### src/rtl/vdb_pkg.sv
package vdb_pkg;

  localparam int MS_W     = 9;
  localparam int MHZ_W    = 11;
  localparam int CAPS_W   = 6;
  localparam int N_LAT    = 4;
  localparam int MAX_CODE = 251;

  localparam int POS_ADDR_LO = 3;
  localparam int POS_ADDR_HI = 4;
  localparam int POS_CAPS    = 5;
  localparam int POS_TMDS    = 6;
  localparam int POS_LFLAG   = 7;
  localparam int POS_LAT0    = 8;
  localparam int POS_ILAT0   = 10;
  localparam int POS_END     = 12;

  typedef enum logic [2:0] {
    ROLE_ID,
    ROLE_ADDR_LO,
    ROLE_ADDR_HI,
    ROLE_CAPS,
    ROLE_TMDS,
    ROLE_LFLAG,
    ROLE_LAT,
    ROLE_TAIL
  } byte_role_e;

  function automatic logic [7:0] id_byte(input logic [1:0] pos);
    case (pos)
      2'd0:    id_byte = 8'h03;
      2'd1:    id_byte = 8'h0C;
      default: id_byte = 8'h00;
    endcase
  endfunction

endpackage

### src/rtl/vdb_seq.sv
module vdb_seq #(
  parameter int LEN_W = 5
) (
  input  logic             clk,
  input  logic             rst,
  input  logic             start,
  input  logic [LEN_W-1:0] len,
  input  logic             in_vld,
  output logic             accept,
  output logic [LEN_W-1:0] idx,
  output logic             last,
  output logic             done
);

  localparam logic [LEN_W-1:0] ONE = LEN_W'(1);

  logic             busy;
  logic [LEN_W-1:0] len_q;

  assign accept = in_vld && busy && !start;
  assign last   = accept && (idx == len_q - ONE);

  always_ff @(posedge clk) begin
    if (rst) begin
      busy  <= 1'b0;
      len_q <= '0;
      idx   <= '0;
      done  <= 1'b0;
    end else begin
      done <= 1'b0;
      if (start) begin
        idx   <= '0;
        len_q <= len;
        busy  <= (len != '0);
        done  <= (len == '0);
      end else if (accept) begin
        idx <= idx + ONE;
        if (last) begin
          busy <= 1'b0;
          done <= 1'b1;
        end
      end
    end
  end

endmodule

### src/rtl/vdb_role_dec.sv
module vdb_role_dec
  import vdb_pkg::*;
#(
  parameter int LEN_W = 5
) (
  input  logic [LEN_W-1:0] idx,
  input  logic             lat_on,
  input  logic             ilat_on,
  output byte_role_e       role,
  output logic [1:0]       slot
);

  always_comb begin
    role = ROLE_TAIL;
    slot = 2'd0;
    if (int'(idx) < POS_ADDR_LO) begin
      role = ROLE_ID;
    end else if (int'(idx) == POS_ADDR_LO) begin
      role = ROLE_ADDR_LO;
    end else if (int'(idx) == POS_ADDR_HI) begin
      role = ROLE_ADDR_HI;
    end else if (int'(idx) == POS_CAPS) begin
      role = ROLE_CAPS;
    end else if (int'(idx) == POS_TMDS) begin
      role = ROLE_TMDS;
    end else if (int'(idx) == POS_LFLAG) begin
      role = ROLE_LFLAG;
    end else if (int'(idx) < POS_ILAT0) begin
      if (lat_on) begin
        role = ROLE_LAT;
        slot = idx[1:0];
      end
    end else if (int'(idx) < POS_END) begin
      if (ilat_on) begin
        role = ROLE_LAT;
        slot = idx[1:0];
      end
    end
  end

endmodule

### src/rtl/vdb_lat_conv.sv
module vdb_lat_conv
  import vdb_pkg::*;
(
  input  logic [7:0]      code,
  output logic [MS_W-1:0] ms,
  output logic            vld,
  output logic            bad
);

  logic [7:0] code_m1;

  assign code_m1 = code - 8'd1;

  always_comb begin
    bad = (int'(code) > MAX_CODE);
    vld = (code != 8'd0) && !bad;
    ms  = vld ? {code_m1, 1'b0} : '0;
  end

endmodule

### src/rtl/hdmi_vdb_parser.sv
module hdmi_vdb_parser
  import vdb_pkg::*;
#(
  parameter int LEN_W = 5
) (
  input  logic                       clk,
  input  logic                       rst,
  input  logic                       start,
  input  logic [LEN_W-1:0]           pay_len,
  input  logic                       in_vld,
  input  logic [7:0]                 in_byte,
  output logic                       done,
  output logic                       id_match,
  output logic                       not_hdmi,
  output logic                       fmt_err,
  output logic [15:0]                src_addr,
  output logic                       src_addr_vld,
  output logic [CAPS_W-1:0]          sink_caps,
  output logic                       sink_caps_vld,
  output logic [MHZ_W-1:0]           tmds_mhz,
  output logic                       tmds_vld,
  output logic [N_LAT-1:0][MS_W-1:0] lat_ms,
  output logic [N_LAT-1:0]           lat_vld
);

  localparam logic [LEN_W-1:0] ID_LAST = LEN_W'(2);

  logic             acc;
  logic             last;
  logic [LEN_W-1:0] idx;
  byte_role_e       role;
  logic [1:0]       slot;
  logic             lat_on;
  logic             ilat_on;
  logic             id_ok;
  logic             id_hit;
  logic [MS_W-1:0]  conv_ms;
  logic             conv_vld;
  logic             conv_bad;
  logic             decode;
  logic [MHZ_W-1:0] byte_x5;

  vdb_seq #(.LEN_W(LEN_W)) u_seq (
    .clk    (clk),
    .rst    (rst),
    .start  (start),
    .len    (pay_len),
    .in_vld (in_vld),
    .accept (acc),
    .idx    (idx),
    .last   (last),
    .done   (done)
  );

  vdb_role_dec #(.LEN_W(LEN_W)) u_role (
    .idx     (idx),
    .lat_on  (lat_on),
    .ilat_on (ilat_on),
    .role    (role),
    .slot    (slot)
  );

  vdb_lat_conv u_conv (
    .code (in_byte),
    .ms   (conv_ms),
    .vld  (conv_vld),
    .bad  (conv_bad)
  );

  assign id_hit  = (in_byte == id_byte(idx[1:0]));
  assign decode  = acc && id_match;
  assign byte_x5 = ({3'b000, in_byte} << 2) + {3'b000, in_byte};

  // identifier, status and scalar fields
  always_ff @(posedge clk) begin
    if (rst) begin
      id_ok         <= 1'b0;
      id_match      <= 1'b0;
      not_hdmi      <= 1'b0;
      fmt_err       <= 1'b0;
      src_addr      <= '0;
      src_addr_vld  <= 1'b0;
      sink_caps     <= '0;
      sink_caps_vld <= 1'b0;
      tmds_mhz      <= '0;
      tmds_vld      <= 1'b0;
      lat_on        <= 1'b0;
      ilat_on       <= 1'b0;
    end else if (start) begin
      id_ok         <= 1'b0;
      id_match      <= 1'b0;
      not_hdmi      <= (pay_len == '0);
      fmt_err       <= 1'b0;
      src_addr      <= '0;
      src_addr_vld  <= 1'b0;
      sink_caps     <= '0;
      sink_caps_vld <= 1'b0;
      tmds_mhz      <= '0;
      tmds_vld      <= 1'b0;
      lat_on        <= 1'b0;
      ilat_on       <= 1'b0;
    end else if (acc) begin
      if (role == ROLE_ID) begin
        id_ok <= (idx == '0) ? id_hit : (id_ok && id_hit);
        if (idx == ID_LAST) begin
          if (id_ok && id_hit) id_match <= 1'b1;
          else                 not_hdmi <= 1'b1;
        end else if (last) begin
          not_hdmi <= 1'b1;
        end
      end else if (decode) begin
        case (role)
          ROLE_ADDR_LO: src_addr[7:0] <= in_byte;
          ROLE_ADDR_HI: begin
            src_addr[15:8] <= in_byte;
            src_addr_vld   <= 1'b1;
          end
          ROLE_CAPS: begin
            sink_caps     <= {in_byte[7:3], in_byte[0]};
            sink_caps_vld <= 1'b1;
            if (in_byte[2:1] != 2'b00) fmt_err <= 1'b1;
          end
          ROLE_TMDS: begin
            tmds_mhz <= byte_x5;
            tmds_vld <= (in_byte != 8'd0);
          end
          ROLE_LFLAG: begin
            lat_on  <= in_byte[7];
            ilat_on <= in_byte[7] && in_byte[6];
            if ((in_byte[6] && !in_byte[7]) || (in_byte[5:0] != 6'd0))
              fmt_err <= 1'b1;
          end
          ROLE_LAT: begin
            if (conv_bad) fmt_err <= 1'b1;
          end
          default: begin
            if (in_byte != 8'd0) fmt_err <= 1'b1;
          end
        endcase
      end
    end
  end

  // one capture register per latency slot
  for (genvar k = 0; k < N_LAT; k++) begin : g_lat
    always_ff @(posedge clk) begin
      if (rst || start) begin
        lat_ms[k]  <= '0;
        lat_vld[k] <= 1'b0;
      end else if (decode && role == ROLE_LAT && slot == 2'(k)) begin
        lat_ms[k]  <= conv_ms;
        lat_vld[k] <= conv_vld;
      end
    end
  end

endmodule

### config.mk
export PLATFORM = sky130hd
export DESIGN_NAME = hdmi_vdb_parser
export DESIGN_NICKNAME = d
export VERILOG_FILES = /design/src/rtl/vdb_pkg.sv /design/src/rtl/vdb_seq.sv /design/src/rtl/vdb_role_dec.sv /design/src/rtl/vdb_lat_conv.sv /design/src/rtl/hdmi_vdb_parser.sv
export SDC_FILE = /design/constraint.sdc
export NUM_CORES = 1
export LEC_CHECK = 0
export ABC_AREA = 0
export BUFFER_PORTS_ARGS = -buffer_cell sky130_fd_sc_hd__buf_2
export CORE_MARGIN = 2
export CORE_UTILIZATION = 30
export CTS_BUF_LIST = sky130_fd_sc_hd__clkbuf_4 sky130_fd_sc_hd__clkbuf_8
export DETAILED_ROUTE_END_ITERATION = 12
export HOLD_SLACK_MARGIN = 0.1
export PLACE_DENSITY = 0.55
export SLEW_MARGIN = 20
export SYNTH_ARGS = -nofsm -noshare
export SYNTH_HDL_FRONTEND = slang
export SYNTH_SLANG_ARGS = --single-unit
### constraint.sdc
create_clock -name clk -period 2.7 [get_ports clk]
set_input_delay 0.405 -clock clk [delete_from_list [all_inputs] [get_ports clk]]
set_output_delay 0.405 -clock clk [all_outputs]
set_load 0.05 [all_outputs]
==> key figures <==
Placed design
  – Placer congestion estimate: 0.911
  – Placed cells: 770
  – PortBufs: 92
  – HPWL after DPL: 9450 um

Worst setup path
  – Endpoint class of the critical path: register
  – Biggest fanout along the worst timing path: 9
  – Type of the worst setup path: reg2reg
  – Worst Setup Start Kind: register
  – Arrival time worst endpoint: 2.79 ns
  – Required arrival time at the worst endpoint: 2.95 ns

STA
  – Highest attainable clock frequency: 392 MHz
  – Setup-violating endpoint count in the final report: 0
  – Shortest clock period the worst path allows after layout: 2.55 ns
  – Slew HR: 57.9%
  – Setup repair after global routing missed its margin: no
  – Fraction of the cycle the final worst path needs: 94.4%
  – Worst Tran Pin Value: 0.628 ns
  – Worst Clk Skew: 0.0131 ns
  – Total count of max-transition violations in the final report: 0
  – Number of hold violations in the final report: 0
  – Setup TNS Final: 0 ns

Yosys
  – Number of distinct library cells after synthesis: 61
  – Number of instances in the synthesized netlist: 507
  – Syn. warnings: 0
  – Number of storage elements in the synthesis netlist: 90
  – Count of flip-flops with a built-in enable after synthesis: 0
  – Prevailing post-synth register cell: sky130_fd_sc_hd__dfxtp_1
  – Share of synthesized flip-flops with an asynchronous set or reset: 0%
  – Area of the mapped netlist: 0.00454 sq mm
  – Fraction of the yosys area taken by sequential cells: 39.7%
  – Mean cell area of the mapped netlist: 8.96 sq um

Clocking
  – CTS Hold Bufs: 0
  – Maximum count of clock buffers along a single path: 2
  – Clock tree from TritonCTS: done
  – # H-tree levels: 3
  – Cell chosen for the clock root: sky130_fd_sc_hd__clkbuf_8
  – Post-cts sizing count: 0
  – Buffer count from post-CTS setup fixing: 0
  – Inserted Clock Buffers: 9
  – Reg clk slew, reported paths: 0.09 ns
  – Clock Latency Late Sink: 0.38 ns
  – Sinks on Clock Net: 90

Layout
  – Number of diodes added for antenna fixing: 0
  – Post-Route Utilization: 37.2%
  – Final Instance Count excl. Fillers: 785
  – Final #Nets: 629
  – Layout cell share with drive strength beyond 1: 24.1%
  – Layout overhead on the synthesized area: 19.8%

Floorplan
  – Effective utilization at floorplan: 31.0%
  – Number of top-level pins: 97
  – Overall die height: 127 um
  – DIE AREA: 0.0161 sq mm
  – Die extent in x: 127 um
  – Row count: 44
  – Standard cell core area: 0.0146 sq mm

Route
  – Ratio of routed vias to standard cells: 4.97
  – Post-DRT Antenna Nets: 0
  – Via count: 3900
  – Post-detailed-routing wire length: 12200 um
  – First-iteration detailed-routing DRC count: 192
  – Routed WL per cell: 15.6 um
  – Drt first pass iters: 4
  – DRC violation count after routing: 0

Power
  – Leakage Power: 2.47 nW
  – Total power of the final layout: 2.59 mW
  – Worst vdd ir: 234 uV
  – Pwr Density: 476 mW/mm^2

Status
  – Status: complete, no violations

GRT
  – Global Route Usage Sum: 15.5%
  – Antenna violations before repair: 0
  – Via count of the first global-routing pass: 3808
  – Total congestion overflow: 0
  – Wire length of the first global-routing pass: 19900 um
  – Maximum number of pins on one net before global-route repair: 51

Hold path
  – Class of the tightest hold or removal check: in2reg

Run
  – Maximum Capacitance Violations: 0
[Yosys cell counts, types with 3 or more instances]
cell | count | area, sq um
sky130_fd_sc_hd__a2111oi_0 | 3 | 26.3
sky130_fd_sc_hd__a211oi_1 | 8 | 60.1
sky130_fd_sc_hd__a21oi_1 | 18 | 90.1
sky130_fd_sc_hd__buf_2 | 6 | 30.0
sky130_fd_sc_hd__buf_4 | 5 | 37.5
sky130_fd_sc_hd__buf_6 | 4 | 45.0
sky130_fd_sc_hd__clkbuf_1 | 20 | 75.1
sky130_fd_sc_hd__dfxtp_1 | 90 | 1800
sky130_fd_sc_hd__ha_1 | 14 | 175
sky130_fd_sc_hd__inv_1 | 15 | 56.3
sky130_fd_sc_hd__mux2i_1 | 68 | 681
sky130_fd_sc_hd__nand2_1 | 64 | 240
sky130_fd_sc_hd__nand2b_1 | 3 | 18.8
sky130_fd_sc_hd__nand3_1 | 12 | 60.1
sky130_fd_sc_hd__nand4_1 | 6 | 37.5
sky130_fd_sc_hd__nor2_1 | 51 | 191
sky130_fd_sc_hd__nor2b_1 | 3 | 18.8
sky130_fd_sc_hd__nor3_1 | 12 | 60.1
sky130_fd_sc_hd__o21a_1 | 3 | 22.5
sky130_fd_sc_hd__o21ai_0 | 20 | 100
sky130_fd_sc_hd__o31ai_1 | 4 | 30.0
sky130_fd_sc_hd__or2_2 | 3 | 18.8
sky130_fd_sc_hd__or3_1 | 9 | 56.3
sky130_fd_sc_hd__or4_1 | 5 | 37.5
sky130_fd_sc_hd__xnor2_1 | 7 | 61.3
sky130_fd_sc_hd__xor2_1 | 5 | 43.8
[layout make-up]
class | count | area [sq um]
clock buffer | 11 | 139
timing repair buffer | 113 | 631
fill | 1486 | 9200
multi-input combinational | 368 | 2510
clock inverter | 4 | 77.6
sequential | 90 | 1800
inverter | 15 | 56.3
tap | 184 | 230
[registers in the layout, summed over array words and instances (netlist names), 4 cells and up]
register and flops:
tmds_mhz 11, lat_ms 32, lat_vld 4, src_addr 16
u_seq.idx 5, sink_caps 6, u_seq.len_q 5
[metal layers]
metal  up-vias  GRT usage, %  routed length (um)
li1       1956             -                   -
met1      1826          21.0                5750
met2       105          24.9                5690
met3        13          2.76                 610
met4         0          5.69                 192
met5         -             0                   0
[cell usage in the layout, fill, tap and decap left out, types with 6 or more instances in the layout]
cell type                  instances
sky130_fd_sc_hd__mux2i_1          68
sky130_fd_sc_hd__or3_1             9
sky130_fd_sc_hd__a211oi_1          8
sky130_fd_sc_hd__ha_1             14
sky130_fd_sc_hd__inv_1            15
sky130_fd_sc_hd__buf_4            20
sky130_fd_sc_hd__nand4_1           6
sky130_fd_sc_hd__a21oi_1          18
sky130_fd_sc_hd__dfxtp_1          90
sky130_fd_sc_hd__nand2_1          64
sky130_fd_sc_hd__o21ai_0          20
sky130_fd_sc_hd__buf_2            92
sky130_fd_sc_hd__xnor2_1           7
sky130_fd_sc_hd__nor2_1           50
sky130_fd_sc_hd__nor3_1           12
sky130_fd_sc_hd__nand3_1          12
sky130_fd_sc_hd__clkbuf_8          9
[worst paths after layout]
check                     from  cells past startpoint             end  slack, ns
setup reg to reg  u_seq.idx[0]                      7      lat_ms[17]       0.15
setup / recovery  u_seq.idx[0]                      7      lat_ms[17]       0.15
hold reg to reg   sink_caps[0]                      2    sink_caps[0]       0.46
hold / removal      pay_len[2]                      3  u_seq.len_q[2]       0.29
[per-stage QoR]
step           setup slack [ns]  hold slack, ns  cell area, sq um
2_1_floorplan             0.251           0.434              4550
3_3_place_gp              0.245           0.438              5230
3_5_place_dp              0.187           0.450              5230
4_1_cts                   0.181           0.274              5440
5_1_grt                  0.0273           0.294              5440
6_report                  0.152           0.292              5440
[logic make-up (layout without fill, tap and decap cells)]
kind of cell	count (synthesis)	count (layout)	share of synthesized area [%]
flip-flops	90	90	39.7
multiplexers	68	68	15.0
buffers and inverters	52	143	5.54
XOR/XNOR	12	12	2.31
adder cells (fa/ha/maj)	15	15	4.30
AO/OA/AOI/OAI	80	80	12.2
AND/OR/NAND/NOR	189	189	20.9
other	1	4	0.0826
[power breakdown]
group | internal (mW) | leakage, nW | switching [mW] | total, mW
registers | 1.33 | 0.726 | 0.00644 | 1.34
logic | 0.0758 | 1.63 | 0.154 | 0.230
clock network | 0.541 | 0.110 | 0.482 | 1.02
[worst max-delay path, stage by stage, from the launching register on]
cell and delay (ns):
sky130_fd_sc_hd__dfxtp_1 0.35, sky130_fd_sc_hd__inv_1 0.11, sky130_fd_sc_hd__ha_1 0.27, sky130_fd_sc_hd__or4_1 0.52
sky130_fd_sc_hd__a22oi_2 0.22, sky130_fd_sc_hd__nand3_1 0.12, sky130_fd_sc_hd__or3_1 0.62, sky130_fd_sc_hd__mux2i_1 0.20
No activity file was read; power rests on OpenSTA's default activity.
